[src/rtl/dtmf_cmd_pkg.sv]
`timescale 1ns/1ps
package dtmf_cmd_pkg;
  localparam int KEY_W = 4;
  localparam logic [KEY_W-1:0] KEY_ONE  = 4'b0001;
  localparam logic [KEY_W-1:0] KEY_ZERO = 4'b1010;
  localparam logic [KEY_W-1:0] KEY_ON   = 4'b1011;
  localparam logic [KEY_W-1:0] KEY_OFF  = 4'b1100;

  typedef enum logic [1:0] {CLS_NONE, CLS_NUM, CLS_ON, CLS_OFF} key_cls_t;

  // Slot counter: START waits for group, LOAD_GRP/LOAD_DEV mark the
  // register being filled, ABORT is the remote abort slot.
  typedef enum logic [1:0] {SEQ_START, SEQ_LOAD_GRP, SEQ_LOAD_DEV, SEQ_ABORT} seq_t;

  function automatic key_cls_t classify_key(input logic [KEY_W-1:0] k);
    if (k >= KEY_ONE && k <= KEY_ZERO) return CLS_NUM;
    else if (k == KEY_ON)              return CLS_ON;
    else if (k == KEY_OFF)             return CLS_OFF;
    else                               return CLS_NONE;
  endfunction
endpackage

[src/rtl/dtmf_key_edge.sv]
`timescale 1ns/1ps
module dtmf_key_edge import dtmf_cmd_pkg::*; (
  input  logic             clk,
  input  logic             rst,
  input  logic             strobe_i,
  input  logic [KEY_W-1:0] code_i,
  output logic             lead_o,
  output logic             trail_o,
  output key_cls_t         lead_cls_o,
  output key_cls_t         trail_cls_o,
  output logic [KEY_W-1:0] held_code_o
);
  logic             strb_q;
  logic [KEY_W-1:0] code_q;

  always_ff @(posedge clk) begin
    if (rst) begin
      strb_q <= 1'b0;
      code_q <= '0;
    end else begin
      strb_q <= strobe_i;
      if (strobe_i && !strb_q) code_q <= code_i;
    end
  end

  assign lead_o      = strobe_i & ~strb_q;
  assign trail_o     = ~strobe_i & strb_q;
  assign lead_cls_o  = classify_key(code_i);
  assign trail_cls_o = classify_key(code_q);
  assign held_code_o = code_q;
endmodule

[src/rtl/dtmf_seq_ctrl.sv]
`timescale 1ns/1ps
module dtmf_seq_ctrl import dtmf_cmd_pkg::*; (
  input  logic             clk,
  input  logic             rst,
  input  logic             auth_i,
  input  logic             lead_i,
  input  logic             trail_i,
  input  key_cls_t         lead_cls_i,
  input  key_cls_t         trail_cls_i,
  input  logic [KEY_W-1:0] held_code_i,
  output logic [KEY_W-1:0] grp_o,
  output logic [KEY_W-1:0] dev_o,
  output logic             fire_o,
  output logic             fire_on_o,
  output logic             abort_o
);
  seq_t             seq_q, seq_d;
  logic [KEY_W-1:0] grp_q, dev_q;
  logic             lead_cmd, trail_cmd;

  assign lead_cmd  = (lead_cls_i == CLS_ON) || (lead_cls_i == CLS_OFF);
  assign trail_cmd = (trail_cls_i == CLS_ON) || (trail_cls_i == CLS_OFF);

  always_comb begin
    seq_d = seq_q;
    if (lead_i && lead_cls_i == CLS_NUM) begin
      case (seq_q)
        SEQ_START:    seq_d = SEQ_LOAD_GRP;
        SEQ_LOAD_GRP: seq_d = SEQ_LOAD_DEV;
        SEQ_LOAD_DEV: seq_d = SEQ_ABORT;
        default:      seq_d = seq_q;
      endcase
    end else if (trail_i && trail_cmd && seq_q == SEQ_LOAD_DEV) begin
      seq_d = SEQ_START;
    end
  end

  always_ff @(posedge clk) begin
    if (rst || !auth_i) begin
      seq_q <= SEQ_START;
      grp_q <= '0;
      dev_q <= '0;
    end else begin
      seq_q <= seq_d;
      if (trail_i && trail_cls_i == CLS_NUM) begin
        if (seq_q == SEQ_LOAD_GRP) grp_q <= held_code_i;
        if (seq_q == SEQ_LOAD_DEV) dev_q <= held_code_i;
      end
    end
  end

  assign grp_o     = grp_q;
  assign dev_o     = dev_q;
  assign fire_o    = auth_i && lead_i && lead_cmd && (seq_q == SEQ_LOAD_DEV);
  assign fire_on_o = (lead_cls_i == CLS_ON);
  assign abort_o   = (seq_q == SEQ_ABORT);
endmodule

[src/rtl/dtmf_dev_bank.sv]
`timescale 1ns/1ps
module dtmf_dev_bank import dtmf_cmd_pkg::*; #(
  parameter int NUM_GROUPS     = 2,
  parameter int DEVS_PER_GROUP = 10
) (
  input  logic                                 clk,
  input  logic                                 rst,
  input  logic                                 fire_i,
  input  logic                                 on_i,
  input  logic [KEY_W-1:0]                     grp_i,
  input  logic [KEY_W-1:0]                     dev_i,
  output logic [NUM_GROUPS*DEVS_PER_GROUP-1:0] state_o
);
  localparam int NUM_DEV = NUM_GROUPS * DEVS_PER_GROUP;

  logic [NUM_DEV-1:0] hit;
  logic [NUM_DEV-1:0] state_q;

  for (genvar g = 0; g < NUM_GROUPS; g++) begin : g_grp
    for (genvar d = 0; d < DEVS_PER_GROUP; d++) begin : g_dev
      assign hit[g*DEVS_PER_GROUP + d] = fire_i
          && (grp_i == KEY_W'(g + 1))
          && (dev_i == KEY_W'(d + 1));
    end
  end

  always_ff @(posedge clk) begin
    if (rst) state_q <= '0;
    else     state_q <= (state_q & ~hit) | (hit & {NUM_DEV{on_i}});
  end

  assign state_o = state_q;
endmodule

[src/rtl/dtmf_cmd_seq.sv]
`timescale 1ns/1ps
module dtmf_cmd_seq import dtmf_cmd_pkg::*; #(
  parameter int NUM_GROUPS     = 2,
  parameter int DEVS_PER_GROUP = 10
) (
  input  logic                                 clk,
  input  logic                                 rst,
  input  logic                                 authorised_i,
  input  logic                                 key_strobe_i,
  input  logic [3:0]                           key_code_i,
  output logic [NUM_GROUPS*DEVS_PER_GROUP-1:0] dev_state_o,
  output logic                                 reset_req_o
);
  localparam int NUM_DEV = NUM_GROUPS * DEVS_PER_GROUP;

  logic             lead, trail, fire, fire_on, abort_q;
  key_cls_t         lead_cls, trail_cls;
  logic [KEY_W-1:0] held_code, grp, dev;
  logic [NUM_DEV-1:0] bank_state;

  dtmf_key_edge u_edge (
    .clk(clk), .rst(rst), .strobe_i(key_strobe_i), .code_i(key_code_i),
    .lead_o(lead), .trail_o(trail), .lead_cls_o(lead_cls),
    .trail_cls_o(trail_cls), .held_code_o(held_code)
  );

  dtmf_seq_ctrl u_seq (
    .clk(clk), .rst(rst), .auth_i(authorised_i), .lead_i(lead), .trail_i(trail),
    .lead_cls_i(lead_cls), .trail_cls_i(trail_cls), .held_code_i(held_code),
    .grp_o(grp), .dev_o(dev), .fire_o(fire), .fire_on_o(fire_on), .abort_o(abort_q)
  );

  dtmf_dev_bank #(.NUM_GROUPS(NUM_GROUPS), .DEVS_PER_GROUP(DEVS_PER_GROUP)) u_bank (
    .clk(clk), .rst(rst), .fire_i(fire), .on_i(fire_on),
    .grp_i(grp), .dev_i(dev), .state_o(bank_state)
  );

  assign dev_state_o = bank_state;
  assign reset_req_o = abort_q;
endmodule

[config.mk]
export PLATFORM = sky130hd
export DESIGN_NAME = dtmf_cmd_seq
export DESIGN_NICKNAME = d
export VERILOG_FILES = /design/src/rtl/dtmf_cmd_pkg.sv /design/src/rtl/dtmf_key_edge.sv /design/src/rtl/dtmf_seq_ctrl.sv /design/src/rtl/dtmf_dev_bank.sv /design/src/rtl/dtmf_cmd_seq.sv
export SDC_FILE = /design/constraint.sdc
export NUM_CORES = 1
export LEC_CHECK = 0
export BUFFER_PORTS_ARGS = -buffer_cell sky130_fd_sc_hd__buf_4
export CAP_MARGIN = 20
export CORE_UTILIZATION = 59
export CTS_CLUSTER_DIAMETER = 200
export CTS_CLUSTER_SIZE = 16
export DETAILED_ROUTE_END_ITERATION = 10
export PLACE_DENSITY = 0.91
export RECOVER_POWER = 50
export SETUP_SLACK_MARGIN = 0.5
export SLEW_MARGIN = 20
export SYNTH_ARGS = -nofsm -noshare
export SYNTH_HDL_FRONTEND = slang
export SYNTH_HIERARCHICAL = 1
export SYNTH_SLANG_ARGS = --single-unit
[constraint.sdc]
create_clock -name clk -period 2.6 [get_ports clk]
set_clock_uncertainty 0.2 [all_clocks]
set_input_delay 0.26 -clock clk [delete_from_list [all_inputs] [get_ports clk]]
set_output_delay 0.26 -clock clk [all_outputs]
set_load 0.01 [all_outputs]
# After elaboration in Yosys (flattened, before gate mapping)
# Index checks and enable logic that the tools add are counted.
totals:
  wordCells: 95
  rom_bits: 0
  latchBits: 0
  ramBits: 0
  mem_count: 0
  input_bits: 8
  ff_bits: 35
op_classes:
  bitwise: 8
  n_lt_le_gt_ge: 4
  n_mul: 0
  n_eq_ne: 26
  n_div: 0
  n_addsub: 0
  mux: 9
  reduce_logical: 42
  shifts: 0
op_table:
  columns: ["operator", "count"]
  rows:
  - ["AND 20 bit", 2]
  - ["logical AND 1 bit", 32]
  - ["== test 4 bit (second input constant)", 7]
  - ["NOT 20 bit", 1]
  - ["bitwise OR 20 bit", 1]
  - ["== test 4 x 3 -> 1 bit (second input constant)", 4]
  - ["2-to-1 mux 2 bit", 8]
  - ["== test 2 bit (second input constant)", 6]
  - ["== test 4 x 2 -> 1 bit (second input constant)", 3]
  - ["== test 4 x 1 -> 1 bit (second input constant)", 2]
  - ["greater-or-equal comparator 4 x 1 -> 1 bit (second input constant)", 2]
  - ["<= comparator 4 bit (second input constant)", 2]
  - ["== test 2 x 1 -> 1 bit (second input constant)", 3]
  - ["one-hot mux 2 bit (3 select lines)", 1]
  - ["AND reduction 2 bit", 3]
  - ["inequality test 4 bit (second input constant)", 1]
  - ["logical OR 1 bit", 3]
  - ["AND 1 bit", 2]
  - ["logical NOT 1 bit", 2]
  - ["logical NOT 2 bit", 1]
  - ["NOT 1 bit", 2]
  - ["nonzero test 2 bit", 1]

# Logic depth before layout (Yosys ltp)
logic_depth:
  depth_word: 13
  ltp_mapped: 8

# Modules after synthesis
# The synthesis kept the hierarchy.
by_module_without_submodules:
  columns: ["mod", "area_each_um2", "cells_each", "seq_area_each_um2", "n_inst"]
  rows:
  - ["dtmf_dev_bank", 988.4, 97, 400.4, 1]
  - ["dtmf_seq_ctrl", 495.5, 49, 200.2, 1]
  - ["dtmf_key_edge", 284.0, 31, 100.1, 1]

# Worst setup path before layout
# No wires, ideal clock.
synth_timing:
  path_type: "input -> register"
  from: "in key_code_i[1]"
  to: "reg with a tool-made name"
  slack_ns: 0.851
  stages: 7
  n_path_buf: 0
  arrival_ns: 1.417
  cell_sequence: "nor2_1 nand2_1 a21boi_0 and4_1 nor3b_2 nand4_1 mux2i_1"
synth_rtl:
  columns: ["element", "line_no", "rtl"]
  rows:
  - ["start, declared", "dtmf_cmd_seq.sv:10", "input logic [3:0] key_code_i,"]

==> results.cfg <==
[final_layout]
nets = 226
fin_area_um2 = 2010
diodes = 0
drive_gt1_share_pct = 11.7
nFillCells = 234
synthToLayoutAreaGrowth_pct = 13.9

[sta]
finalSetupViolations = 0
whs_ps = 60.1
tns_ps = 0
rsz0062_at_grt = no
fmax_mhz = 458
finalHoldViolCount = 0
fin_crit_sh_pct = 83.9
setup_ws_ps = 419
relSlewSlack_pct = 51.7
min_period_ps = 2180
slew_viol_final = 0
tightest_slew_ps = 725

[synth]
synth_edf_count = 0
synth_area_leader_cell = dfxtp_1
avgSynthCellArea_um2 = 9.99
syn_area_um2 = 1770
ys_seq_area_share_pct = 39.6
yosys-top-cells-area = dfxtp_1 (40%), mux2i_1 (18%), nand2b_1 (7.8%)
synthXorXnorAreaFrac_pct = 0
syn_nets = 190
yosysMostFrequentCell = dfxtp_1
async_flop_share_pct = 0
synth-compound-area-share_pct = 3.26
synth_top_family_by_area = simple AND/OR/NAND/NOR gates
yosysWarnings = 6
synth.area.mux_share_pct = 18.1
synth.distinct_cells = 34
synth_top_area_share_pct = 39.6
synth_common_cells = dfxtp_1 (35), mux2i_1 (32), nand2b_1 (22), nand3_1 (15), nor2_1 (15)
synth-simple-area-share_pct = 31.4
ys_ff_latch = 35
synth_ff_type = dfxtp_1
netlist_instances = 177
synth_fa_ha_area_share_pct = 4.81

[global_routing]
antenna_found_initial = 0
grt_pass1_vias = 1379
overflow = 0
grt_pass1_wl_um = 6680
grt_start_max_net_pins = 29
grt_usage_pct = 27.3

[worst_setup_path]
worstSetupStartpointType = flop
crit_path_top_delay_cell = nor2b_1
max_stage_delay_ps = 460
worstPathRequired_ps = 2600
criticalPathCategory = reg2reg
end_kind = flop
critPathTopFamily = simple AND/OR/NAND/NOR gates
crit_fanout = 6
path_buf_inv = 1
worstPathArrival_ps = 2180
cp_cell_sequence = nor2b_1, and4_1, nor3b_4, clkbuf_1, nand4_1, mux2i_1

[detailed_routing]
drcViolationCount = 2
dr.pass1.iters = 7
drtIter0Drc = 78
wire_per_inst_um = 16.1
ant_nets = 0
finalWirelength_um = 3950
route.vias.total = 1421
vias_per_cell = 5.80

[die]
initial_core_util_pct = 63.0
ios = 29
die_x_um = 56.7
dieArea_um2 = 3220
coreArea_um2 = 2810
die-height_um = 56.7
std_cell_rows = 19

[hold_path]
worst_hold_path_type = in2reg

[run]
drv_cap = 0

[clock_network]
h-tree-depth = 2
cts_num_sinks = 35
cts_tree = yes
clockRootBuffer = clkbuf_4
numCtsBuffers = 5
insertion_delay_ps = 340
clockBufferDepth = 2
cts.reportedPaths.clkPinSlew_ps = 100

[placement]
post-dp-hpwl_um = 2560
post-place-ws_ps = 306
port_buffers = 28
gp_congestion = 0.806
placed_cell_area_um2 = 1980

[pwr]
vdd_drop_max_mv = 0.341
p_leak_nw = 0.876
power_density_nw_per_um2 = 445

[status]
violations = DRC
status = complete, but fails checks
cell type report:
type                            count  area [um^2]  share of cell area (%)
Timing Repair Buffer               36          200                    9.94
Sequential cell                    35          701                    34.8
Inverter                            2         7.51                   0.373
Clock inverter                      1         5.00                   0.248
Tap cell                           31         38.8                    1.93
Clock buffer                        7         45.0                    2.24
Multi-Input combinational cell    133         1020                    50.5
timing repair:
item	in CTS	in global routing
setup buffers	1	2
hold endpoints to repair	5	0
endpoints found under the setup margin	12	9
gates resized for setup	0	3
hold buffers	5	0
final timing paths:
check,start,to,slack [ps],depth (start not counted)
hold / removal,rst,u_edge/held_code_o[3],60,2
setup / recovery,u_edge/strb_q,flop,420,6
hold reg to reg,flop,flop,280,2
setup reg to reg,u_edge/strb_q,flop,420,6
cells by family (layout without fill, tap and decap cells):
group | count (synthesis) | in the layout
buffers and inverters | 9 | 46
muxes | 32 | 32
DFF | 35 | 35
and+or+nand+nor | 87 | 87
AOI/OAI and AO/OA | 7 | 7
adders and majority gates | 7 | 7
cells in the final DEF, fill, tap and decap left out, drive strengths merged, types with 2 or more instances in the layout:
cell	netlist	routed
a21boi	3	3
a21oi	2	2
and2b	3	3
and3b	2	2
and4bb	2	2
buf	3	8
clkbuf	4	30
dfxtp	35	35
dlygate4sd3	0	5
ha	5	5
inv	2	2
maj3	2	2
mux2i	32	32
nand2	4	4
nand2b	22	22
nand3	17	17
nand3b	3	3
nand4	4	4
nand4b	2	2
nor2	15	15
nor2b	4	4
nor3b	3	3
nor4	2	2
o32ai	2	2
report_power, final:
group / leakage, nW / switching (W) / internal, W
Clock: 0.0293 / 0.000175 / 0.000105
Sequential: 0.283 / 0.00000900 / 0.000541
Combinational: 0.564 / 0.0000321 / 0.0000328
Total: 0.876 / 0.000216 / 0.000679
per-stage QoR:
step	total power, W	utilization, %	cells
4_1_cts	0.000901	74.3	243
3_5_place_dp	0.000621	70.4	229
5_1_grt	0.000928	71.8	245
3_3_place_gp	0.000617	70.4	229
2_1_floorplan	0.000601	-	177
6_report	0.000896	71.8	245
per-layer routing:
| layer | track usage [%] | up-vias | wire length (um) |
|---|---|---|---|
| li1 | - | 696 | - |
| met2 | 43.9 | 44 | 1980 |
| met3 | 6.91 | 6 | 190 |
| met4 | 10.1 | 0 | 38 |
| met5 | 0 | - | 0 |
| met1 | 35.3 | 675 | 1740 |
(Power assumes the default switching activity.)
